$ cat config.mk
export PLATFORM = sky130hd
export DESIGN_NAME = modem_ctl_stat
export DESIGN_NICKNAME = d
export VERILOG_FILES = /design/src/rtl/mcs_pkg.sv /design/src/rtl/mcs_sync.sv /design/src/rtl/mcs_delta.sv /design/src/rtl/mcs_ctrl.sv /design/src/rtl/modem_ctl_stat.sv
export SDC_FILE = /design/constraint.sdc
export NUM_CORES = 1
export LEC_CHECK = 0
export CAP_MARGIN = 20
export CELL_PAD_IN_SITES_DETAIL_PLACEMENT = 0
export CELL_PAD_IN_SITES_GLOBAL_PLACEMENT = 1
export CORE_MARGIN = 4
export CORE_UTILIZATION = 49
export DETAILED_ROUTE_END_ITERATION = 16
export DONT_BUFFER_PORTS = 1
export PLACE_DENSITY = 0.9
export SYNTH_ARGS = -nofsm -noshare
export SYNTH_HDL_FRONTEND = slang
export SYNTH_SLANG_ARGS = --single-unit
$ cat constraint.sdc
create_clock -name clk -period 2.7 [get_ports clk]
set_input_delay 0.54 -clock clk [delete_from_list [all_inputs] [get_ports clk]]
set_output_delay 0.54 -clock clk [all_outputs]
set_load 0.1 [all_outputs]
$ cat src/rtl/mcs_pkg.sv
package mcs_pkg;
   localparam int LINE_W = 4;
   localparam int CTRL_W = 5;

   // line nibble order (matches status bits 7..4)
   localparam int L_CTS = 0;
   localparam int L_DSR = 1;
   localparam int L_RI  = 2;
   localparam int L_DCD = 3;

   // control field positions
   localparam int C_DTR  = 0;
   localparam int C_RTS  = 1;
   localparam int C_OUT1 = 2;
   localparam int C_OUT2 = 3;
   localparam int C_LOOP = 4;

   function automatic logic [LINE_W-1:0] fold_back(input logic [CTRL_W-1:0] c);
      logic [LINE_W-1:0] n;
      n[L_DCD] = c[C_OUT2];
      n[L_RI]  = c[C_OUT1];
      n[L_DSR] = c[C_DTR];
      n[L_CTS] = c[C_RTS];
      return n;
   endfunction
endpackage

$ cat src/rtl/mcs_sync.sv
module mcs_sync #(
   parameter int              WIDTH   = 4,
   parameter int              STAGES  = 2,
   parameter logic [WIDTH-1:0] RST_VAL = '0
) (
   input  logic             clk,
   input  logic             rst_n,
   input  logic [WIDTH-1:0] d_i,
   output logic [WIDTH-1:0] q_o
);
   if (STAGES < 2) begin : g_bad_depth
      $error("mcs_sync: STAGES must be at least 2");
   end
   if (WIDTH < 1) begin : g_bad_width
      $error("mcs_sync: WIDTH must be at least 1");
   end

   logic [WIDTH-1:0] stg_q [STAGES];

   for (genvar s = 0; s < STAGES; s++) begin : g_stage
      always_ff @(posedge clk or negedge rst_n) begin
         if (!rst_n) stg_q[s] <= RST_VAL;
         else if (s == 0) stg_q[s] <= d_i;
         else stg_q[s] <= stg_q[(s == 0) ? 0 : s-1];
      end
   end

   assign q_o = stg_q[STAGES-1];
endmodule

$ cat src/rtl/mcs_delta.sv
module mcs_delta #(
   parameter int               W       = 4,
   parameter int               FALL_IX = 2,
   parameter logic [W-1:0]     RST_VAL = '0
) (
   input  logic         clk,
   input  logic         rst_n,
   input  logic [W-1:0] line_i,
   input  logic         hold_i,
   input  logic         clr_i,
   output logic [W-1:0] state_o,
   output logic [W-1:0] delta_o
);
   if (FALL_IX >= W) begin : g_bad_ix
      $error("mcs_delta: FALL_IX out of range");
   end

   logic [W-1:0] state_q, delta_q, nxt_line, chg;

   assign nxt_line = hold_i ? state_q : line_i;

   for (genvar i = 0; i < W; i++) begin : g_edge
      if (i == FALL_IX) begin : g_fall_only
         assign chg[i] = state_q[i] & ~nxt_line[i];
      end else begin : g_any
         assign chg[i] = state_q[i] ^ nxt_line[i];
      end
   end

   always_ff @(posedge clk or negedge rst_n) begin
      if (!rst_n) begin
         state_q <= RST_VAL;
         delta_q <= '0;
      end else begin
         state_q <= nxt_line;
         delta_q <= (clr_i ? '0 : delta_q) | chg;
      end
   end

   assign state_o = state_q;
   assign delta_o = delta_q;
endmodule

$ cat src/rtl/mcs_ctrl.sv
module mcs_ctrl
   import mcs_pkg::*;
#(
   parameter logic [CTRL_W-1:0] RST_VAL = 5'b01000
) (
   input  logic              clk,
   input  logic              rst_n,
   input  logic              we_i,
   input  logic [CTRL_W-1:0] wdata_i,
   output logic [CTRL_W-1:0] ctrl_o,
   output logic              dtr_o,
   output logic              rts_o,
   output logic              out1_o,
   output logic              out2_o,
   output logic              loop_o
);
   logic [CTRL_W-1:0] ctrl_q;
   logic              gate;

   always_ff @(posedge clk or negedge rst_n) begin
      if (!rst_n) ctrl_q <= RST_VAL;
      else if (we_i) ctrl_q <= wdata_i;
   end

   assign gate   = ~ctrl_q[C_LOOP];
   assign dtr_o  = ctrl_q[C_DTR]  & gate;
   assign rts_o  = ctrl_q[C_RTS]  & gate;
   assign out1_o = ctrl_q[C_OUT1] & gate;
   assign out2_o = ctrl_q[C_OUT2] & gate;
   assign loop_o = ctrl_q[C_LOOP];
   assign ctrl_o = ctrl_q;
endmodule

$ cat src/rtl/modem_ctl_stat.sv
module modem_ctl_stat
   import mcs_pkg::*;
#(
   parameter int               DATA_W      = 8,
   parameter int               SYNC_STAGES = 2,
   parameter logic [LINE_W-1:0] LINE_RST   = 4'b1011,
   parameter logic [CTRL_W-1:0] CTRL_RST   = 5'b01000
) (
   input  logic              clk,
   input  logic              rst_n,
   input  logic              sel,
   input  logic              wr_en,
   input  logic              rd_en,
   input  logic [DATA_W-1:0] wdata,
   output logic [DATA_W-1:0] rdata,
   input  logic              cts_i,
   input  logic              dsr_i,
   input  logic              ri_i,
   input  logic              dcd_i,
   output logic              dtr_o,
   output logic              rts_o,
   output logic              out1_o,
   output logic              out2_o,
   output logic              loop_o,
   output logic              delta_pend_o
);
   localparam int PAD_W = DATA_W - CTRL_W;

   if (DATA_W != 2*LINE_W) begin : g_bad_dw
      $error("modem_ctl_stat: DATA_W must hold level and flag nibbles");
   end

   logic [CTRL_W-1:0] ctrl;
   logic [LINE_W-1:0] raw_lines, sync_lines, lvl, dlt;
   logic              stat_rd_clr;
   logic              unused_hi;

   assign unused_hi = ^wdata[DATA_W-1:CTRL_W];

   assign raw_lines[L_CTS] = cts_i;
   assign raw_lines[L_DSR] = dsr_i;
   assign raw_lines[L_RI]  = ri_i;
   assign raw_lines[L_DCD] = dcd_i;

   mcs_ctrl #(.RST_VAL(CTRL_RST)) u_ctrl (
      .clk, .rst_n,
      .we_i    (wr_en & ~sel),
      .wdata_i (wdata[CTRL_W-1:0]),
      .ctrl_o  (ctrl),
      .dtr_o, .rts_o, .out1_o, .out2_o, .loop_o
   );

   mcs_sync #(.WIDTH(LINE_W), .STAGES(SYNC_STAGES), .RST_VAL(LINE_RST)) u_sync (
      .clk, .rst_n, .d_i(raw_lines), .q_o(sync_lines)
   );

   assign stat_rd_clr = rd_en & sel & ~ctrl[C_LOOP];

   mcs_delta #(.W(LINE_W), .FALL_IX(L_RI), .RST_VAL(LINE_RST)) u_delta (
      .clk, .rst_n,
      .line_i  (sync_lines),
      .hold_i  (ctrl[C_LOOP]),
      .clr_i   (stat_rd_clr),
      .state_o (lvl),
      .delta_o (dlt)
   );

   always_comb begin
      if (!sel)               rdata = {{PAD_W{1'b0}}, ctrl};
      else if (ctrl[C_LOOP])  rdata = {fold_back(ctrl), {LINE_W{1'b0}}};
      else                    rdata = {lvl, dlt};
   end

   assign delta_pend_o = |dlt;
endmodule

## Word level (Yosys, flattened, before mapping)

Cells that the tools add are included.
Widths: inputs -> output; s select.

- Output and inout bits: 14
- Word-level logic and storage cells: 25
- Bits in registers: 21
- Input port bits: 17

- Reduce and logical (&&, ||, !) cells: 1
- Bitwise logic cells: 15
- Muxes and demuxes: 4

Operator list:

| cell | count |
|---|---|
| $mux 8 | 2 |
| $and 1x1->1 | 8 |
| $mux 4 | 2 |
| $or 4x4->4 | 1 |
| $reduce_or 4->1 | 1 |
| $not 1->1 | 3 |
| $xor 1x1->1 | 3 |

## Depth between registers and ports, before layout

- Depth in word-level cells: 4
- Depth in mapped cells: 4
- Mapped depth without buffers: 2

## Hierarchy

From an unflattened synthesis, not the netlist that was laid out.

- Cells, all modules: 71
- Area, all modules: 938.4 um2

By module, submodules not included:

| module | cells an instance | seq. area each (um2) | area each (um2) | times used |
|---|---|---|---|---|
| mcs_delta | 25 | 203.9 | 355.3 | 1 |
| mcs_sync | 12 | 207.7 | 237.7 | 1 |
| mcs_ctrl | 15 | 126.4 | 215.2 | 1 |
| modem_ctl_stat | 19 | 0.0 | 130.1 | 1 |

## Least setup slack after synthesis

Ideal clock, no wire load.

- Path kind: register to output
- From: reg u_ctrl.ctrl_q[4], in the netlist u_ctrl.ctrl_o[4]
- To: out rdata[4]
- Cell stages (with the launch flop): 5
- Data arrival time: 2.918 ns
- Slack: -0.758 ns
- Data required time: 2.160 ns
- Cells stage by stage: dfrtp_1 -> buf_2 -> buf_6 -> a21oi_1 -> a31oi_1

- Longest elaborated chain between the ends: 2

RTL lines:

| what | RTL line | source |
|---|---|---|
| start: declaration | mcs_ctrl.sv:17 | `logic [CTRL_W-1:0] ctrl_q;` |
| start signal: assignment | mcs_ctrl.sv:22 | `else if (we_i) ctrl_q <= wdata_i;` |
| $mux 8 | modem_ctl_stat.sv:70 | `else if (ctrl[C_LOOP]) rdata = {fold_back(ctrl), {LINE_W{1'b0}}};` |
| $mux 8 (*) | modem_ctl_stat.sv:69 | `if (!sel) rdata = {{PAD_W{1'b0}}, ctrl};` |
| end: declaration | modem_ctl_stat.sv:15 | `output logic [DATA_W-1:0] rdata,` |

Mark *: on every way between the ends. The rest lies on a longest branch, timed or not.

## Worst setup path after layout

- From: reg u_delta.delta_q[2], in the netlist u_delta.delta_o[2]
- To: out delta_pend_o

- Longest elaborated chain between the ends: 1

RTL lines:

| what | RTL line | source |
|---|---|---|
| start: declaration | mcs_delta.sv:18 | `logic [W-1:0] state_q, delta_q, nxt_line, chg;` |
| start signal: assignment | mcs_delta.sv:36 | `delta_q <= (clr_i ? '0 : delta_q) \| chg;` |
| $reduce_or 4->1 | modem_ctl_stat.sv:74 | `assign delta_pend_o = \|dlt;` |
| end: declaration | modem_ctl_stat.sv:25 | `output logic delta_pend_o` |

Every way passes these cells.

==> flow_metrics.env <==
export IMPL_status="complete, no violations"
export IMPL_finalWirelength_um=1580
export IMPL_die_w_um=50.7
export IMPL_leakage_nw=0.460
export IMPL_syn_area_um2=895
export IMPL_r2r_cells=2
export IMPL_nets=101
export IMPL_core_region_area_um2=1730
export IMPL_start_util_pct=51.8
export IMPL_finalSetupViolCount=0
export IMPL_r2r_slack_ns=1.39
export IMPL_ant_nets=0
export IMPL_clk_path_buf_depth=2
export IMPL_path_max_fanout=3
export IMPL_drtIter0Drc=1
export IMPL_worst_pin_slew_ns=0.915
export IMPL_synth_edf_count=0
export IMPL_crit_arrival_ns=1.70
export IMPL_dieHeight_um=50.7
export IMPL_maxSlewViolCount=0
export IMPL_drc=0
export IMPL_cts_buffers=3
export IMPL_ys_top_cells_by_area="dfrtp_1 (31%), dfstp_2 (29%), mux2_1 (11%)"
export IMPL_power_uw=981
export IMPL_critical_path_slowest_cell="or4_1"
export IMPL_synth_fp_nets=86
export IMPL_synthCells=69
export IMPL_criticalPathCategory="flop to primary output"
export IMPL_drt_wirelength_per_cell_um=14.7
export IMPL_clk_pin_slew_worst_paths_ns=0.12
export IMPL_grt_pass1_wl_um=2570
export IMPL_layout_commonest_cell="buf_4"
export IMPL_final_cell_mix="buf_4 (13), dfrtp_1 (10), dfstp_2 (10), mux2_1 (9)"
export IMPL_critical_path_required_ns=2.16
export IMPL_cp_start_kind="flop"
export IMPL_max_slew_margin_pct=39.1
export IMPL_min_period_ns=2.24
export IMPL_clock_root_buffer="clkbuf_4"
export IMPL_r2r_start="u_ctrl.ctrl_o[4]"
export IMPL_path_buf_inv=0
export IMPL_place_hpwl_um=1140
export IMPL_async_reset_ff_share_pct=100
export IMPL_cp_startpoint="u_delta.delta_o[2]"
export IMPL_fillers=155
export IMPL_grt_start_max_net_pins=25
export IMPL_antenna_found_initial=0
export IMPL_grt_overflow=0
export IMPL_gp_congestion=0.713
export IMPL_yosys_area_top_type="dfrtp_1"
export IMPL_drive_gt1_share_pct=48.2
export IMPL_synthFlopType="dfrtp_1"
export IMPL_syn_avg_cell_area_um2=13.0
export IMPL_finalCritPeriodShare_pct=83.0
export IMPL_max_stage_delay_ns=0.98
export IMPL_synth_warnings=0
export IMPL_rsz0062_at_grt="false"
export IMPL_clk_insertion_delay_late_ns=0.30
export IMPL_die_area_um2=2570
export IMPL_cp_top_family="simple AND/OR/NAND/NOR gates"
export IMPL_first_global_vias=533
export IMPL_vias=550
export IMPL_timing_hold_ws_ns=0.0631
export IMPL_final_hold_viol_count=0
export IMPL_num_rows=15
export IMPL_endpoint="delta_pend_o"
export IMPL_area_delta_synth_final_pct=20.6
export IMPL_critical_path_cell_count=1
export IMPL_ir_worst_vdd_v=0.000522
export IMPL_ioPinCount=31
export IMPL_synth_seq_area_share_pct=60.1
export IMPL_post_cts_buffers=0
export IMPL_drt_first_pass_iters=4
export IMPL_power_density_nw_per_um2=910
export IMPL_antennaDiodeCount=0
export IMPL_fmax_mhz=446
export IMPL_h_tree_depth=1
export IMPL_maxCapViolCount=0
export IMPL_critPathCaptureType="primary output"
export IMPL_cp_cell_sequence="or4_1"
export IMPL_grt_usage_pct=13.5
export IMPL_hp_class="input pin to asynchronous set/reset pin"
export IMPL_ys_types=21
export IMPL_vias_per_cell=5.09
export IMPL_clock_sinks=21
export IMPL_ys_ff_latch=21
export IMPL_synth_top_area_share_pct=30.8
export IMPL_cts_tree="built"
export IMPL_skew_ns=0.0190
export IMPL_rr_endpoint="u_delta.delta_o[2]"
export IMPL_final_cells=108
export IMPL_placed_cells=103
export IMPL_io_buffers=0
export IMPL_final_util_pct=62.5
## synth_stat cells (2+ instances only)
| cell type | n |
|---|---|
| dfstp_2 | 10 |
| nor2b_1 | 3 |
| inv_1 | 4 |
| mux2i_1 | 3 |
| xnor2_1 | 3 |
| o2bb2ai_1 | 3 |
| buf_2 | 2 |
| mux2_1 | 9 |
| nor2_1 | 5 |
| o22ai_1 | 3 |
| dfrtp_1 | 11 |
| nand3b_1 | 2 |
| nand2_1 | 3 |
## metrics by stage
stage	setup TNS (ns)	worst slack, ns	area, um2
3_3_place_gp	0	0.806	1040
5_1_grt	0	0.413	1080
6_report	0	0.460	1080
3_5_place_dp	0	0.799	1040
2_1_floorplan	-3.23	-0.646	918
4_1_cts	0	0.446	1080
## cells by family after synthesis
kind of cell / after synthesis / synth area share (%)
buffers and inverters: 8 / 4.89
AO/OA/AOI/OAI: 10 / 7.83
XOR/XNOR: 3 / 2.94
AND/OR/NAND/NOR: 15 / 9.51
flip-flops: 21 / 60.1
multiplexers: 12 / 14.7
## worst min-delay path by stage
stage	start	endpoint	slack, ns	depth (start not counted)
after floorplan	rst_n	u_ctrl.ctrl_o[0]	0.24	0
after global placement	rst_n	u_ctrl.ctrl_o[1]	0.24	0
after detailed placement	rst_n	u_ctrl.ctrl_o[1]	0.24	0
after CTS	rst_n	u_delta.state_o[1]	0.05	0
after global routing	rst_n	u_ctrl.ctrl_o[3]	0.04	0
final	rst_n	u_sync.stg_q[5]	0.06	0
## flip-flops by register name, indices dropped and copies added (netlist names)
signal	cells
u_sync.stg_q	4
u_delta.delta_o	4
u_delta.state_o	4
u_sync.q_o	4
u_ctrl.ctrl_o	5
## routing by layer
metal / part of all wire [%] / vias to the layer above / track usage, % / wire (um)
met2: 50 / 17 / 21.3 / 799
met5: 0 / - / 0 / 0
li1: - / 265 / - / -
met1: 43 / 266 / 17.8 / 689
met3: 5.3 / 2 / 2.37 / 84
met4: 0.63 / 0 / 6.73 / 10
## layout make-up
type / count / area (um2) / share of cell area (%)
Sequential cell: 21 / 539 / 50.0
Multi-Input combinational cell: 40 / 359 / 33.3
Timing Repair Buffer: 14 / 108 / 9.98
Tap cell: 25 / 31.3 / 2.90
Clock buffer: 4 / 26.3 / 2.44
Inverter: 4 / 15.0 / 1.39
## worst reg2reg max path: cells and delay by family, from the launching register on
family	cells	cell delay (ns)
simple gates	1	0.33
flops	1	0.61
compound gates	1	0.27
## power by group
group	leakage, nW	internal, mW	switching [mW]
clock	0.0150	0.0574	0.0858
sequential	0.229	0.373	0.0507
combinational	0.216	0.107	0.307
## what timing repair did
item	CTS	global route
endpoints found under the hold margin	11	0
hold buffers	1	0
resized for setup	0	0
Note: power is estimated with default switching activity, not from simulation.
